File: config.mk
export PLATFORM = sky130hd
export DESIGN_NAME = dma_tm_master
export DESIGN_NICKNAME = d
export VERILOG_FILES = /design/src/rtl/dma_tm_pkg.sv /design/src/rtl/dma_tm_seq.sv /design/src/rtl/dma_tm_xfer.sv /design/src/rtl/dma_tm_pins.sv /design/src/rtl/dma_tm_master.sv
export SDC_FILE = /design/constraint.sdc
export NUM_CORES = 1
export LEC_CHECK = 0
export ABC_AREA = 0
export BUFFER_PORTS_ARGS = -buffer_cell sky130_fd_sc_hd__buf_2
export CAP_MARGIN = 10
export CORE_MARGIN = 2
export CORE_UTILIZATION = 40
export CTS_BUF_LIST = sky130_fd_sc_hd__clkbuf_4
export CTS_CLUSTER_SIZE = 30
export DETAILED_ROUTE_END_ITERATION = 6
export GPL_TIMING_DRIVEN = 1
export PLACE_DENSITY = 0.8
export SKIP_CTS_REPAIR_TIMING = 1
export SYNTH_ARGS = -nofsm -noshare
export SYNTH_HDL_FRONTEND = slang
export SYNTH_SLANG_ARGS = --single-unit
File: constraint.sdc
create_clock -name clk_i -period 1.95 [get_ports clk_i]
set_clock_uncertainty 0.1 [all_clocks]
set_input_delay 0.195 -clock clk_i [delete_from_list [all_inputs] [get_ports clk_i]]
set_output_delay 0.195 -clock clk_i [all_outputs]
set_load 0.005 [all_outputs]
File: src/rtl/dma_tm_pkg.sv
package dma_tm_pkg;
  typedef enum logic [2:0] {
    ST_IDLE,
    ST_REQ,
    ST_WAIT_GNT,
    ST_DSB,
    ST_CYC,
    ST_REL_DSB,
    ST_DROP_HOLD
  } tm_state_e;

  typedef enum logic {
    PH_SYNC,
    PH_DATA
  } cyc_phase_e;
endpackage

File: src/rtl/dma_tm_seq.sv
module dma_tm_seq
  import dma_tm_pkg::*;
#(
  parameter int unsigned SETTLE = 1
) (
  input  logic       clk_i,
  input  logic       rst_ni,
  input  logic       start_i,
  input  logic       hlda_i,
  input  logic       ready_i,
  output tm_state_e  state_o,
  output cyc_phase_e phase_o,
  output logic       accept_o,
  output logic       finish_o
);
  localparam int unsigned CW = (SETTLE > 1) ? $clog2(SETTLE) : 1;
  localparam logic [CW-1:0] SETTLE_LAST = CW'(SETTLE - 1);

  tm_state_e  state_q, state_d;
  cyc_phase_e phase_q, phase_d;
  logic [CW-1:0] cnt_q, cnt_d;

  assign accept_o = (state_q == ST_IDLE) && start_i;
  assign finish_o = (state_q == ST_CYC) && (phase_q == PH_DATA) && ready_i;

  always_comb begin
    state_d = state_q;
    phase_d = phase_q;
    cnt_d   = cnt_q;
    unique case (state_q)
      ST_IDLE:     if (start_i) state_d = ST_REQ;
      ST_REQ:      state_d = ST_WAIT_GNT;
      ST_WAIT_GNT: if (hlda_i) begin
        state_d = ST_DSB;
        cnt_d   = '0;
      end
      ST_DSB: begin
        if (cnt_q == SETTLE_LAST) begin
          state_d = ST_CYC;
          phase_d = PH_SYNC;
        end else begin
          cnt_d = cnt_q + 1'b1;
        end
      end
      ST_CYC: begin
        if (phase_q == PH_SYNC) phase_d = PH_DATA;
        else if (ready_i)       state_d = ST_REL_DSB;
      end
      ST_REL_DSB:   state_d = ST_DROP_HOLD;
      ST_DROP_HOLD: state_d = ST_IDLE;
      default:      state_d = ST_IDLE;
    endcase
  end

  always_ff @(posedge clk_i or negedge rst_ni) begin
    if (!rst_ni) begin
      state_q <= ST_IDLE;
      phase_q <= PH_SYNC;
      cnt_q   <= '0;
    end else begin
      state_q <= state_d;
      phase_q <= phase_d;
      cnt_q   <= cnt_d;
    end
  end

  assign state_o = state_q;
  assign phase_o = phase_q;
endmodule

File: src/rtl/dma_tm_xfer.sv
module dma_tm_xfer #(
  parameter int unsigned AW = 24,
  parameter int unsigned DW = 8
) (
  input  logic          clk_i,
  input  logic          rst_ni,
  input  logic          accept_i,
  input  logic          finish_i,
  input  logic          we_i,
  input  logic [AW-1:0] addr_i,
  input  logic [DW-1:0] wdata_i,
  input  logic [DW-1:0] din_i,
  output logic          we_o,
  output logic [AW-1:0] addr_o,
  output logic [DW-1:0] wdata_o,
  output logic [DW-1:0] rdata_o
);
  always_ff @(posedge clk_i or negedge rst_ni) begin
    if (!rst_ni) begin
      we_o    <= 1'b0;
      addr_o  <= '0;
      wdata_o <= '0;
    end else if (accept_i) begin
      we_o    <= we_i;
      addr_o  <= addr_i;
      wdata_o <= wdata_i;
    end
  end

  // read data sampled on the closing data-phase edge
  always_ff @(posedge clk_i or negedge rst_ni) begin
    if (!rst_ni)                rdata_o <= '0;
    else if (finish_i && !we_o) rdata_o <= din_i;
  end
endmodule

File: src/rtl/dma_tm_pins.sv
module dma_tm_pins
  import dma_tm_pkg::*;
#(
  parameter int unsigned AW = 24,
  parameter int unsigned DW = 8
) (
  input  tm_state_e     state_i,
  input  cyc_phase_e    phase_i,
  input  logic          we_i,
  input  logic [AW-1:0] addr_i,
  input  logic [DW-1:0] wdata_i,
  output logic          hold_no,
  output logic          dsb_no,
  output logic [AW-1:0] addr_o,
  output logic          addr_oe_o,
  output logic [DW-1:0] dout_o,
  output logic          dout_oe_o,
  output logic          status_oe_o,
  output logic          smemr_o,
  output logic          swo_no,
  output logic          ctrl_oe_o,
  output logic          psync_o,
  output logic          pstval_no,
  output logic          pdbin_o,
  output logic          pwr_no,
  output logic          done_o
);
  logic tenure, dsb_on, in_cyc, in_sync, in_data;

  assign tenure  = (state_i == ST_REQ) || (state_i == ST_WAIT_GNT) || (state_i == ST_DSB)
                || (state_i == ST_CYC) || (state_i == ST_REL_DSB);
  assign dsb_on  = (state_i == ST_DSB) || (state_i == ST_CYC);
  assign in_cyc  = (state_i == ST_CYC);
  assign in_sync = in_cyc && (phase_i == PH_SYNC);
  assign in_data = in_cyc && (phase_i == PH_DATA);

  assign hold_no     = !tenure;
  assign dsb_no      = !dsb_on;
  assign addr_o      = addr_i;
  assign addr_oe_o   = in_cyc;
  assign dout_o      = wdata_i;
  assign dout_oe_o   = in_cyc && we_i;
  assign status_oe_o = in_cyc;
  assign ctrl_oe_o   = in_cyc;
  assign smemr_o     = in_cyc && !we_i;
  assign swo_no      = !(in_cyc && we_i);
  assign psync_o     = in_sync;
  assign pstval_no   = !in_sync;
  assign pdbin_o     = in_data && !we_i;
  assign pwr_no      = !(in_data && we_i);
  assign done_o      = (state_i == ST_DROP_HOLD);
endmodule

File: src/rtl/dma_tm_master.sv
module dma_tm_master
  import dma_tm_pkg::*;
#(
  parameter int unsigned AW     = 24,
  parameter int unsigned DW     = 8,
  parameter int unsigned SETTLE = 1
) (
  input  logic          clk_i,
  input  logic          rst_ni,
  input  logic          start_i,
  input  logic          we_i,
  input  logic [AW-1:0] addr_i,
  input  logic [DW-1:0] wdata_i,
  output logic [DW-1:0] rdata_o,
  output logic          done_o,
  output logic          hold_no,
  input  logic          hlda_i,
  output logic          adsb_no,
  output logic          dodsb_no,
  output logic          sdsb_no,
  output logic          cdsb_no,
  output logic [AW-1:0] addr_o,
  output logic          addr_oe_o,
  output logic [DW-1:0] dout_o,
  output logic          dout_oe_o,
  input  logic [DW-1:0] din_i,
  output logic          status_oe_o,
  output logic          smemr_o,
  output logic          swo_no,
  output logic          ctrl_oe_o,
  output logic          psync_o,
  output logic          pstval_no,
  output logic          pdbin_o,
  output logic          pwr_no,
  output logic          mwrt_no,
  input  logic          rdy_i,
  input  logic          xrdy_i
);
  tm_state_e     state;
  cyc_phase_e    phase;
  logic          accept, finish, ready, dsb_n, we_q;
  logic [AW-1:0] addr_q;
  logic [DW-1:0] wdata_q;

  assign ready = rdy_i && xrdy_i;

  dma_tm_seq #(.SETTLE(SETTLE)) u_seq (
    .clk_i    (clk_i),
    .rst_ni   (rst_ni),
    .start_i  (start_i),
    .hlda_i   (hlda_i),
    .ready_i  (ready),
    .state_o  (state),
    .phase_o  (phase),
    .accept_o (accept),
    .finish_o (finish)
  );

  dma_tm_xfer #(.AW(AW), .DW(DW)) u_xfer (
    .clk_i    (clk_i),
    .rst_ni   (rst_ni),
    .accept_i (accept),
    .finish_i (finish),
    .we_i     (we_i),
    .addr_i   (addr_i),
    .wdata_i  (wdata_i),
    .din_i    (din_i),
    .we_o     (we_q),
    .addr_o   (addr_q),
    .wdata_o  (wdata_q),
    .rdata_o  (rdata_o)
  );

  dma_tm_pins #(.AW(AW), .DW(DW)) u_pins (
    .state_i     (state),
    .phase_i     (phase),
    .we_i        (we_q),
    .addr_i      (addr_q),
    .wdata_i     (wdata_q),
    .hold_no     (hold_no),
    .dsb_no      (dsb_n),
    .addr_o      (addr_o),
    .addr_oe_o   (addr_oe_o),
    .dout_o      (dout_o),
    .dout_oe_o   (dout_oe_o),
    .status_oe_o (status_oe_o),
    .smemr_o     (smemr_o),
    .swo_no      (swo_no),
    .ctrl_oe_o   (ctrl_oe_o),
    .psync_o     (psync_o),
    .pstval_no   (pstval_no),
    .pdbin_o     (pdbin_o),
    .pwr_no      (pwr_no),
    .done_o      (done_o)
  );

  // one decoded level fans out to all four disable pins
  assign adsb_no  = dsb_n;
  assign dodsb_no = dsb_n;
  assign sdsb_no  = dsb_n;
  assign cdsb_no  = dsb_n;
  assign mwrt_no  = 1'b1;
endmodule

== After elaboration in Yosys (flattened, before gate mapping) ==
Index checks and enable logic that the tools add are counted.

* Bits in registers: 46
* Input bits: 47
* Word-level logic and storage cells: 58

* Add/sub/neg operators: 1
* Equal/unequal tests: 11
* Muxes and demuxes: 11
* Bitwise gates (word level): 1
* Reduce and logical (&&, ||, !) cells: 27

{| class="wikitable"
|+ Operators with widths
! operator !! count
|-
| 3-bit one-hot mux with 6 select lines || 1
|-
| 3-bit 2-to-1 mux || 5
|-
| 1-bit logical AND || 10
|-
| 2-bit != test, second input constant || 5
|-
| 3-bit == test, second input constant || 3
|-
| 3-bit by 2-bit == test with 1-bit output, second input constant || 2
|-
| 1-bit zero test || 6
|-
| 1-bit logical OR || 5
|-
| 5-bit AND reduction || 1
|-
| 1-bit one-hot mux with 2 select lines || 2
|-
| 2-bit AND reduction || 2
|-
| 2-bit nonzero test || 2
|-
| 3-bit by 1-bit == test with 1-bit output, second input constant || 1
|-
| 3-bit zero test || 1
|-
| 1-bit 2-to-1 mux || 3
|-
| 1-bit adder, second input constant || 1
|-
| 1-bit inverter || 1
|}

== Longest topological paths before layout ==
Gate-level depths: netlist of run 1.

* Depth in word-level cells: 6
* Depth in mapped cells: 5
* Mapped depth without buffers: 3

== By module ==
A second synthesis of run 1 with hierarchy kept.

* Cell total of the unflattened synthesis: 163
* Area total of the unflattened synthesis: 2,290.9 um2

{| class="wikitable"
|+ Modules (own cells, without submodules)
! module !! times used !! cells an instance !! area an instance (um2)
|-
| dma_tm_xfer || 1 || 88 || 1,719.1
|-
| dma_tm_pins || 1 || 49 || 335.3
|-
| dma_tm_seq || 1 || 20 || 196.4
|-
| dma_tm_master || 1 || 6 || 40.0
|}

== Least setup slack after synthesis of run 1 ==
Ideal clock, no wire load.

* Path kind: reg-to-reg
* From: register u_seq.state_q[1] (netlist: u_seq.state_o[1])
* To: register u_xfer.rdata_o[0]
* Data arrival time: 1.660 ns
* Required time: 1.725 ns
* Path slack: 0.065 ns
* Stages on the path, launching flop included: 6
* Period minus slack after synthesis: 1.885 ns
* Cells stage by stage: dfrtp_1 buf_6 or3b_1 buf_6 nor3_4 mux2_2

* Cells in the longest elaborated chain, start to end: 4

{| class="wikitable"
|+ RTL lines
! element !! line !! source
|-
| from (decl) || dma_tm_seq.sv:19 || <nowiki>tm_state_e state_q, state_d;</nowiki>
|-
| from (signal assigned) || dma_tm_seq.sv:61 || <nowiki>state_q <= state_d;</nowiki>
|-
| 3-bit == test || dma_tm_seq.sv:24 || <nowiki>assign finish_o = (state_q == ST_CYC) && (phase_q == PH_DATA) && ready_i;</nowiki>
|-
| 1-bit logical AND (2 in series) || dma_tm_seq.sv:24 ||
|-
| 1-bit logical AND || dma_tm_xfer.sv:33 || <nowiki>else if (finish_i && !we_o) rdata_o <= din_i;</nowiki>
|-
| to (signal assigned) || dma_tm_xfer.sv:33 ||
|-
| to (decl) || dma_tm_xfer.sv:16 || <nowiki>output logic [DW-1:0] rdata_o</nowiki>
|}

Every way passes these cells.
A chain may end at the register's enable or synchronous reset.

== Final worst setup path of run 1 ==
* From: register u_seq.state_q[1] (netlist: u_seq.state_o[1])
* To: output pdbin_o

* Cells in the longest elaborated chain, start to end: 3

{| class="wikitable"
|+ RTL lines
! element !! line !! source
|-
| 3-bit == test || dma_tm_pins.sv:33 || <nowiki>assign in_cyc = (state_i == ST_CYC);</nowiki>
|-
| 1-bit logical AND || dma_tm_pins.sv:35 || <nowiki>assign in_data = in_cyc && (phase_i == PH_DATA);</nowiki>
|-
| 1-bit logical AND || dma_tm_pins.sv:49 || <nowiki>assign pdbin_o = in_data && !we_i;</nowiki>
|-
| to (decl) || dma_tm_master.sv:33 || <nowiki>output logic pdbin_o,</nowiki>
|}

Every way passes these cells.

==> results by group, run 1 <==
Logic synthesis
  • Syn Nets: roughly 180
  • Largest cells by area after synthesis: dfrtp_1 (60%), mux2_2 (25%), buf_4 (2.8%), nor2_1 (1.4%), buf_6 (1.2%)
  • Yosys reg bits: between 40 and 50
  • Yosys Warn Count: 0
  • Register area share after synthesis: 0.6032
  • Top cell type's share of synthesized area: 0.6032
  • Leading area contributor after synthesis: dfrtp_1
  • Distinct cell type count after synthesis: 23
  • Synth Cell Area: between 1500 and 2000 um^2
  • Synthesized instance count: 130
  • Syn_area_per_cell: 14.36 um^2

Worst setup path
  • Crit path buf inv count: 1
  • CP max stage delay: around 0.44 ns
  • Family with the most delay on the worst path: simple AND/OR/NAND/NOR gates
  • Cells on worst reg2reg path: 3
  • CP max FO: 5
  • CP arrival: about 1.6 ns
  • Crit start category: flip-flop
  • Critical Path Sink Type: output pin
  • Worst setup path endpoint: pdbin_o
  • CP Class: reg -> out
  • CP max-delay cell: or3b_4
  • Worst Path Required: 1.65 ns
  • RR Startpoint: u_seq.state_o[1]
  • Worst setup path startpoint: u_seq.state_o[1]
  • Cell Chain, Critical Path: or3b_4 -> nor2_1 -> and2_1 -> buf_2
  • FF-to-FF End: u_xfer.rdata_o[7]
  • WP depth: 4
  • Flop-to-flop setup slack: 0.16 ns

Run status
  • Status: completed

Finish
  • Total Nets Final: 320
  • Antenna cells: 0
  • Fin cells: ~330
  • Synth-to-Final Area Change: 54.16%
  • Share of cells above drive strength 1: 0.5751

Global route
  • Gr usage total: 0.1491
  • Number of global-route vias before repair: ~1,400
  • Gr ovfl total: 0
  • Initial antenna violation count: 0
  • Pin count of the biggest net entering global routing: 46
  • First-pass GRT wire length: 5996 um

Clocking
  • Reg clk slew, reported paths: around 0.12 ns
  • TritonCTS buffer count: 5
  • Htree depth: 2
  • CTS Buffer Depth: 2
  • Clk root buf: clkbuf_4
  • Clk Latency, worst-skew pair: 0.34 ns
  • CTS tree: built
  • Sink Count: 45

Timing
  • Fmax: 541.3 MHz
  • Setup violators final: 0
  • Max-slew violations: 0
  • Min Tclk post-route: between 1.5 and 2 ns
  • Setup ws final: between 0.1 and 0.15 ns
  • Final period util: 0.9475
  • Slew HR: 0.6361
  • Slew @ Worst Pin: 0.5459 ns
  • RSZ-0062 raised after global routing: no
  • Final hold vios: 0
  • Final setup TNS: 0 ns

Power
  • Worst IR drop on VDD: a little under 0.0006 V
  • Power density cells: 1263 nW/um^2
  • Leakage dissipation: between 1 and 1.5 nW

Drt
  • DRC: 0
  • Drt total wl: ~4500 um
  • DR iter-0 viols: 35
  • DRT antenna net count: 0
  • DR WL/cell: roughly 14 um
  • Initial DRT Pass Iterations: 4
  • Drt via density: about 4.6
  • DR vias: roughly 1,500

Place
  • Input/output buffers: roughly 100
  • Post-detail-place hpwl: ~2700 um
  • Placed insts: 276
  • Worst slack, placed: 0.09627 ns
  • Routability cong.: approximately 0.77

Flow run
  • Maxcap violations: 0

Worst hold path
  • Hold Path Origin: hlda_i
  • Hold Path Class: in -> reg

Die
  • CORE AREA: roughly 4400 um^2
  • Die height: slightly above 70 um
  • Starting density of the core: 0.4229
  • Die ar.: roughly 5200 um^2
  • Num ports: about 100
  • DIE WIDTH: about 72 um
  • Std-Cell Rows: 24
[worst min path at each step]
stage | endpoint | slack (ns) | cells after the start
finish | u_seq.state_o[0] | 0.17 | 4
global route | u_seq.state_o[0] | 0.19 | 4
global placement | u_xfer.addr_o[1] | 0.21 | 2
floorplan | u_seq.phase_o | -0.20 | 0
CTS | u_xfer.wdata_o[0] | -0.18 | 2
detailed placement | u_xfer.addr_o[0] | 0.22 | 2
[cell usage in the layout, fill, tap and decap left out, types with 2 or more instances in the layout]
master / synthesis / layout
buf_2: 4 / 102
buf_4: 7 / 4
clkbuf_4: 0 / 5
dfrtp_1: 45 / 45
dlygate4sd3_1: 0 / 42
inv_1: 4 / 4
mux2_2: 41 / 41
mux2i_1: 2 / 2
nand2_1: 4 / 4
nor2_1: 7 / 7
[flip-flops by register name, summed over array words and instances (netlist names)]
signal	flops
u_xfer.addr_o	24
u_xfer.rdata_o	8
u_xfer.wdata_o	8
u_seq.state_o	3
u_seq.phase_o	1
u_xfer.we_o	1
[cell type report]
cell class | instances | area [um^2]
clock buffer | 5 | 37.54
clock inverter | 2 | 11.26
fill | 326 | 1536
inverter | 4 | 15.01
multi-input combinational | 68 | 641.9
sequential | 45 | 1126
tap | 52 | 65.06
timing repair buffer | 149 | 980.9
[tightest hold or removal path: cells and delay by family]
family	cells	cell delay [ns]
AO/OA/AOI/OAI	1	0.14
multiplexers	1	0.12
buffers and inverters	1	0.10
AND/OR/NAND/NOR	1	0.04
[kinds of logic (layout without fill, tap and decap cells)]
group                  after synthesis  count (layout)  synth area share
AND/OR/NAND/NOR                     20              20           0.06368
AO/OA/AOI/OAI                        4               4           0.01407
buffers and inverters               17             160           0.05898
other                                1               1          0.002009
multiplexers                        43              43            0.2580
flip-flops                          45              45            0.6032
[power by group]
part | internal (mW) | switching [mW] | leakage, nW
sequential | 1.37 | 0.235 | 0.551
clock | 0.130 | 0.281 | 0.0247
combinational | 0.956 | 0.667 | 0.886
total | 2.45 | 1.18 | 1.46
[synthesized netlist by cell type]
library cell and number:
o21ai_0 1, buf_6 2, or3_1 1, mux2i_1 2, dfrtp_1 45, nor2_1 7, nor4b_2 1, nand2b_1 1
o21a_1 1, or2b_1 1, or3b_1 1, mux2_2 41, and2_1 1, nand3_1 1, nand2_1 4, conb_1 1
a21oi_1 1, buf_2 4, inv_1 4, o22a_1 1, and3_1 1, nor3_4 1, buf_4 7
[metal layers]
layer,vias up,track usage,part of all wire
met5,-,0,0
met4,0,0.05241,0.011
met3,5,0.07500,0.092
met2,77,0.2396,0.50
met1,686,0.1723,0.40
li1,720,-,-
[per-stage QoR]
step	area, um^2	hold slack (ns)	utilization	total power, mW
2_1_floorplan	1867	-0.2006	-	2.513
3_3_place_gp	2406	0.2067	0.5451	3.097
3_5_place_dp	2406	0.2188	0.5451	3.148
4_1_cts	2455	-0.1844	0.5561	3.572
5_1_grt	2878	0.1928	0.6519	3.916
6_report	2878	0.1737	0.6519	3.635
No activity file was read; power rests on OpenSTA's default activity.
==> run 2: changes to the inputs <==
--- a/config.mk
+++ b/config.mk
@@ -8,6 +8,7 @@
 export ABC_AREA = 0
 export BUFFER_PORTS_ARGS = -buffer_cell sky130_fd_sc_hd__buf_2
 export CAP_MARGIN = 10
+export CORE_ASPECT_RATIO = 1.25
 export CORE_MARGIN = 2
 export CORE_UTILIZATION = 40
 export CTS_BUF_LIST = sky130_fd_sc_hd__clkbuf_4
==> run 2 against run 1 <==
Non-clock buffer count grew 1. Clock power grew 1%. Final cell count up 2.5%. Sequential power about the same. Global-route usage hardly changed. Routed wire length shrank 0.58%. Critical endpoint unchanged.
==> results by group, run 2 (synthesis results as in run 1) <==
Clocking
  • Clk root buf: clkbuf_4 (unchanged)
  • CTS Buffer Depth: 2 (unchanged)
  • TritonCTS buffer count: 5 (unchanged)
  • CTS tree: built (unchanged)
  • Htree depth: 2 (unchanged)
  • Reg clk slew, reported paths: 0.12 ns (about the same)
  • Sink Count: 45 (unchanged)
  • Clk Latency, worst-skew pair: 0.34 ns (about the same)

Power
  • Worst IR drop on VDD: 0.0005563 V (was 0.0005892 V)
  • Comb power frac: 0.447 (was 0.446)
  • Internal power: 2.467 mW (was 2.452 mW)
  • Sequential Power Share: 0.439 (was 0.441)
  • Sw frac: 0.3229 (was 0.3254)
  • Clock power frac: 0.114 (was 0.113)
  • Leakage dissipation: 1.472 nW (was 1.461 nW)
  • Power density cells: 1256 nW/um^2 (was 1263 nW/um^2)
  • P_sw: 1.176 mW (was 1.183 mW)

Die
  • Std-Cell Rows: 27 (was 24)
  • Die height: 80.38 um (was 72.32 um)
  • Die ar.: 5233 um^2 (was 5229 um^2)
  • Num ports: 104 (unchanged)
  • Starting density of the core: 0.4186 (was 0.4229)
  • CORE AREA: 4459 um^2 (was 4414 um^2)
  • DIE WIDTH: 65.11 um (was 72.32 um)

Drt
  • DR WL/cell: 13.48 um (was 13.89 um)
  • Initial DRT Pass Iterations: 6 (was 4)
  • Drt total wl: 4488 um (was 4514 um)
  • DR vias: 1,511 (was 1,488)
  • Drt via density: 4.538 (was 4.578)
  • DR iter-0 viols: 62 (was 35)
  • DRC: 0 (unchanged)
  • DRT antenna net count: 0 (unchanged)

Timing
  • Final hold vios: 0 (unchanged)
  • Slew HR: 0.6113 (was 0.6361)
  • Final period util: 0.9496 (was 0.9475)
  • Slew @ Worst Pin: 0.5830 ns (was 0.5459 ns)
  • RSZ-0062 raised after global routing: no (unchanged)
  • Worst hold slack: 0.1914 ns (was 0.1737 ns)
  • Min Tclk post-route: 1.852 ns (was 1.848 ns)
  • Setup violators final: 0 (unchanged)
  • Max-slew violations: 0 (unchanged)
  • Fmax: 540.0 MHz (was 541.3 MHz)
  • Setup ws final: 0.09821 ns (was 0.1024 ns)
  • Final setup TNS: 0 ns (unchanged)

Worst setup path
  • Cells on worst reg2reg path: 3 (unchanged)
  • RR Startpoint: u_seq.state_o[1] (unchanged)
  • Crit start category: flip-flop (unchanged)
  • Worst setup path endpoint: pdbin_o (unchanged)
  • Worst setup path startpoint: u_seq.state_o[1] (unchanged)
  • CP arrival: 1.56 ns (was 1.55 ns)
  • Worst Path Required: 1.65 ns (about the same)
  • Critical Path Sink Type: output pin (unchanged)
  • Flop-to-flop setup slack: 0.14 ns (was 0.16 ns)
  • CP max FO: 5 (unchanged)
  • FF-to-FF End: u_xfer.rdata_o[2] (was u_xfer.rdata_o[7])
  • CP Class: reg -> out (unchanged)

Global route
  • Initial antenna violation count: 0 (unchanged)
  • First-pass GRT wire length: 5865 um (was 5996 um)
  • Number of global-route vias before repair: 1,311 (was 1,369)
  • Gr usage total: 0.1492 (was 0.1491)
  • Pin count of the biggest net entering global routing: 29 (was 46)
  • Gr ovfl total: 0 (unchanged)

Finish
  • Synth-to-Final Area Change: 55.43% (was 54.16%)
  • Antenna cells: 0 (unchanged)
  • Top reg by flops: u_xfer.addr_o (unchanged)
  • Biggest regs: u_xfer.addr_o x24, u_xfer.rdata_o x8, u_xfer.wdata_o x8 (unchanged)
  • Commonest cells after routing, fill and taps aside: buf_2 (102), dfrtp_1 (45), dlygate4sd3_1 (42) (unchanged)
  • Fin cells: 333 (was 325)
  • Total Nets Final: 321 (was 320)
  • Share of cells above drive strength 1: 0.5855 (was 0.5751)
  • Fin util: 0.6507 (was 0.6519)
  • Max reg flops: 24 (unchanged)
  • Commonest non-fill, non-tap cell in the layout: buf_2 (unchanged)

Worst hold path
  • Hold Path Origin: hlda_i (unchanged)
  • Hold Path Class: in -> reg (unchanged)

Place
  • Placed insts: 283 (was 276)
  • Worst slack, placed: 0.08666 ns (was 0.09627 ns)
  • Post-detail-place hpwl: 2870 um (was 2700 um)
  • Input/output buffers: 102 (unchanged)
  • Routability cong.: 0.7812 (was 0.7738)

Flow run
  • Maxcap violations: 0 (unchanged)

Run status
  • Status: completed (unchanged)
[run 2: cell types whose count changed in the layout (fill, tap and decap cells not counted)]
cell	before	now
nor2_2	0	1
clkinv_2	0	2
buf_4	4	5
clkinv_1	1	0
nor2_1	7	6
[run 2: final cells by class]
class | instances | area, um^2
Clock inverter | 3 | 17.52
Sequential cell | 45 | 1126
Multi-Input combinational cell | 68 | 644.4
Tap cell | 58 | 72.57
Inverter | 4 | 15.01
Clock buffer | 5 | 37.54
Timing Repair Buffer | 150 | 988.4
Fill cell | 336 | 1558
[run 2: how the worst min path moves through the flow]
stage                     slack, ns  cells past startpoint           endpoint
final                          0.19                      4   u_seq.state_o[0]
after global routing           0.17                      4   u_seq.state_o[0]
after CTS                     -0.27                      1  u_xfer.rdata_o[4]
after detailed placement       0.13                      1  u_xfer.rdata_o[4]
after global placement         0.12                      1  u_xfer.rdata_o[4]
after floorplan               -0.20                      0      u_seq.phase_o
[run 2: power groups by stage]
stage,clock network [mW],logic [mW],registers (mW)
after CTS,0.453,1.56,1.59
final,0.417,1.63,1.60
after global routing,0.501,1.79,1.66
after global placement,0,1.53,1.59
after detailed placement,0,1.56,1.61
after floorplan,0,0.880,1.63
[run 2: metrics by stage]
step	total power [mW]	instance area [um^2]
3_5_place_dp	3.168	2421
4_1_cts	3.602	2476
5_1_grt	3.953	2902
2_1_floorplan	2.513	1867
3_3_place_gp	3.114	2421
6_report	3.644	2902
[run 2: critical path: stages (launching register included)]
cell and delay [ns]:
dfrtp_1 0.40, or3b_4 0.45, nor2_2 0.13, and2_1 0.13, buf_2 0.10
[run 2: layer usage]
metal / vias up / track usage / wire length (um)
li1: 722 / - / -
met1: 723 / 0.1593 / 1547
met2: 62 / 0.2773 / 2614
met3: 4 / 0.04062 / 268
met4: 0 / 0.05625 / 57
met5: - / 0 / 0
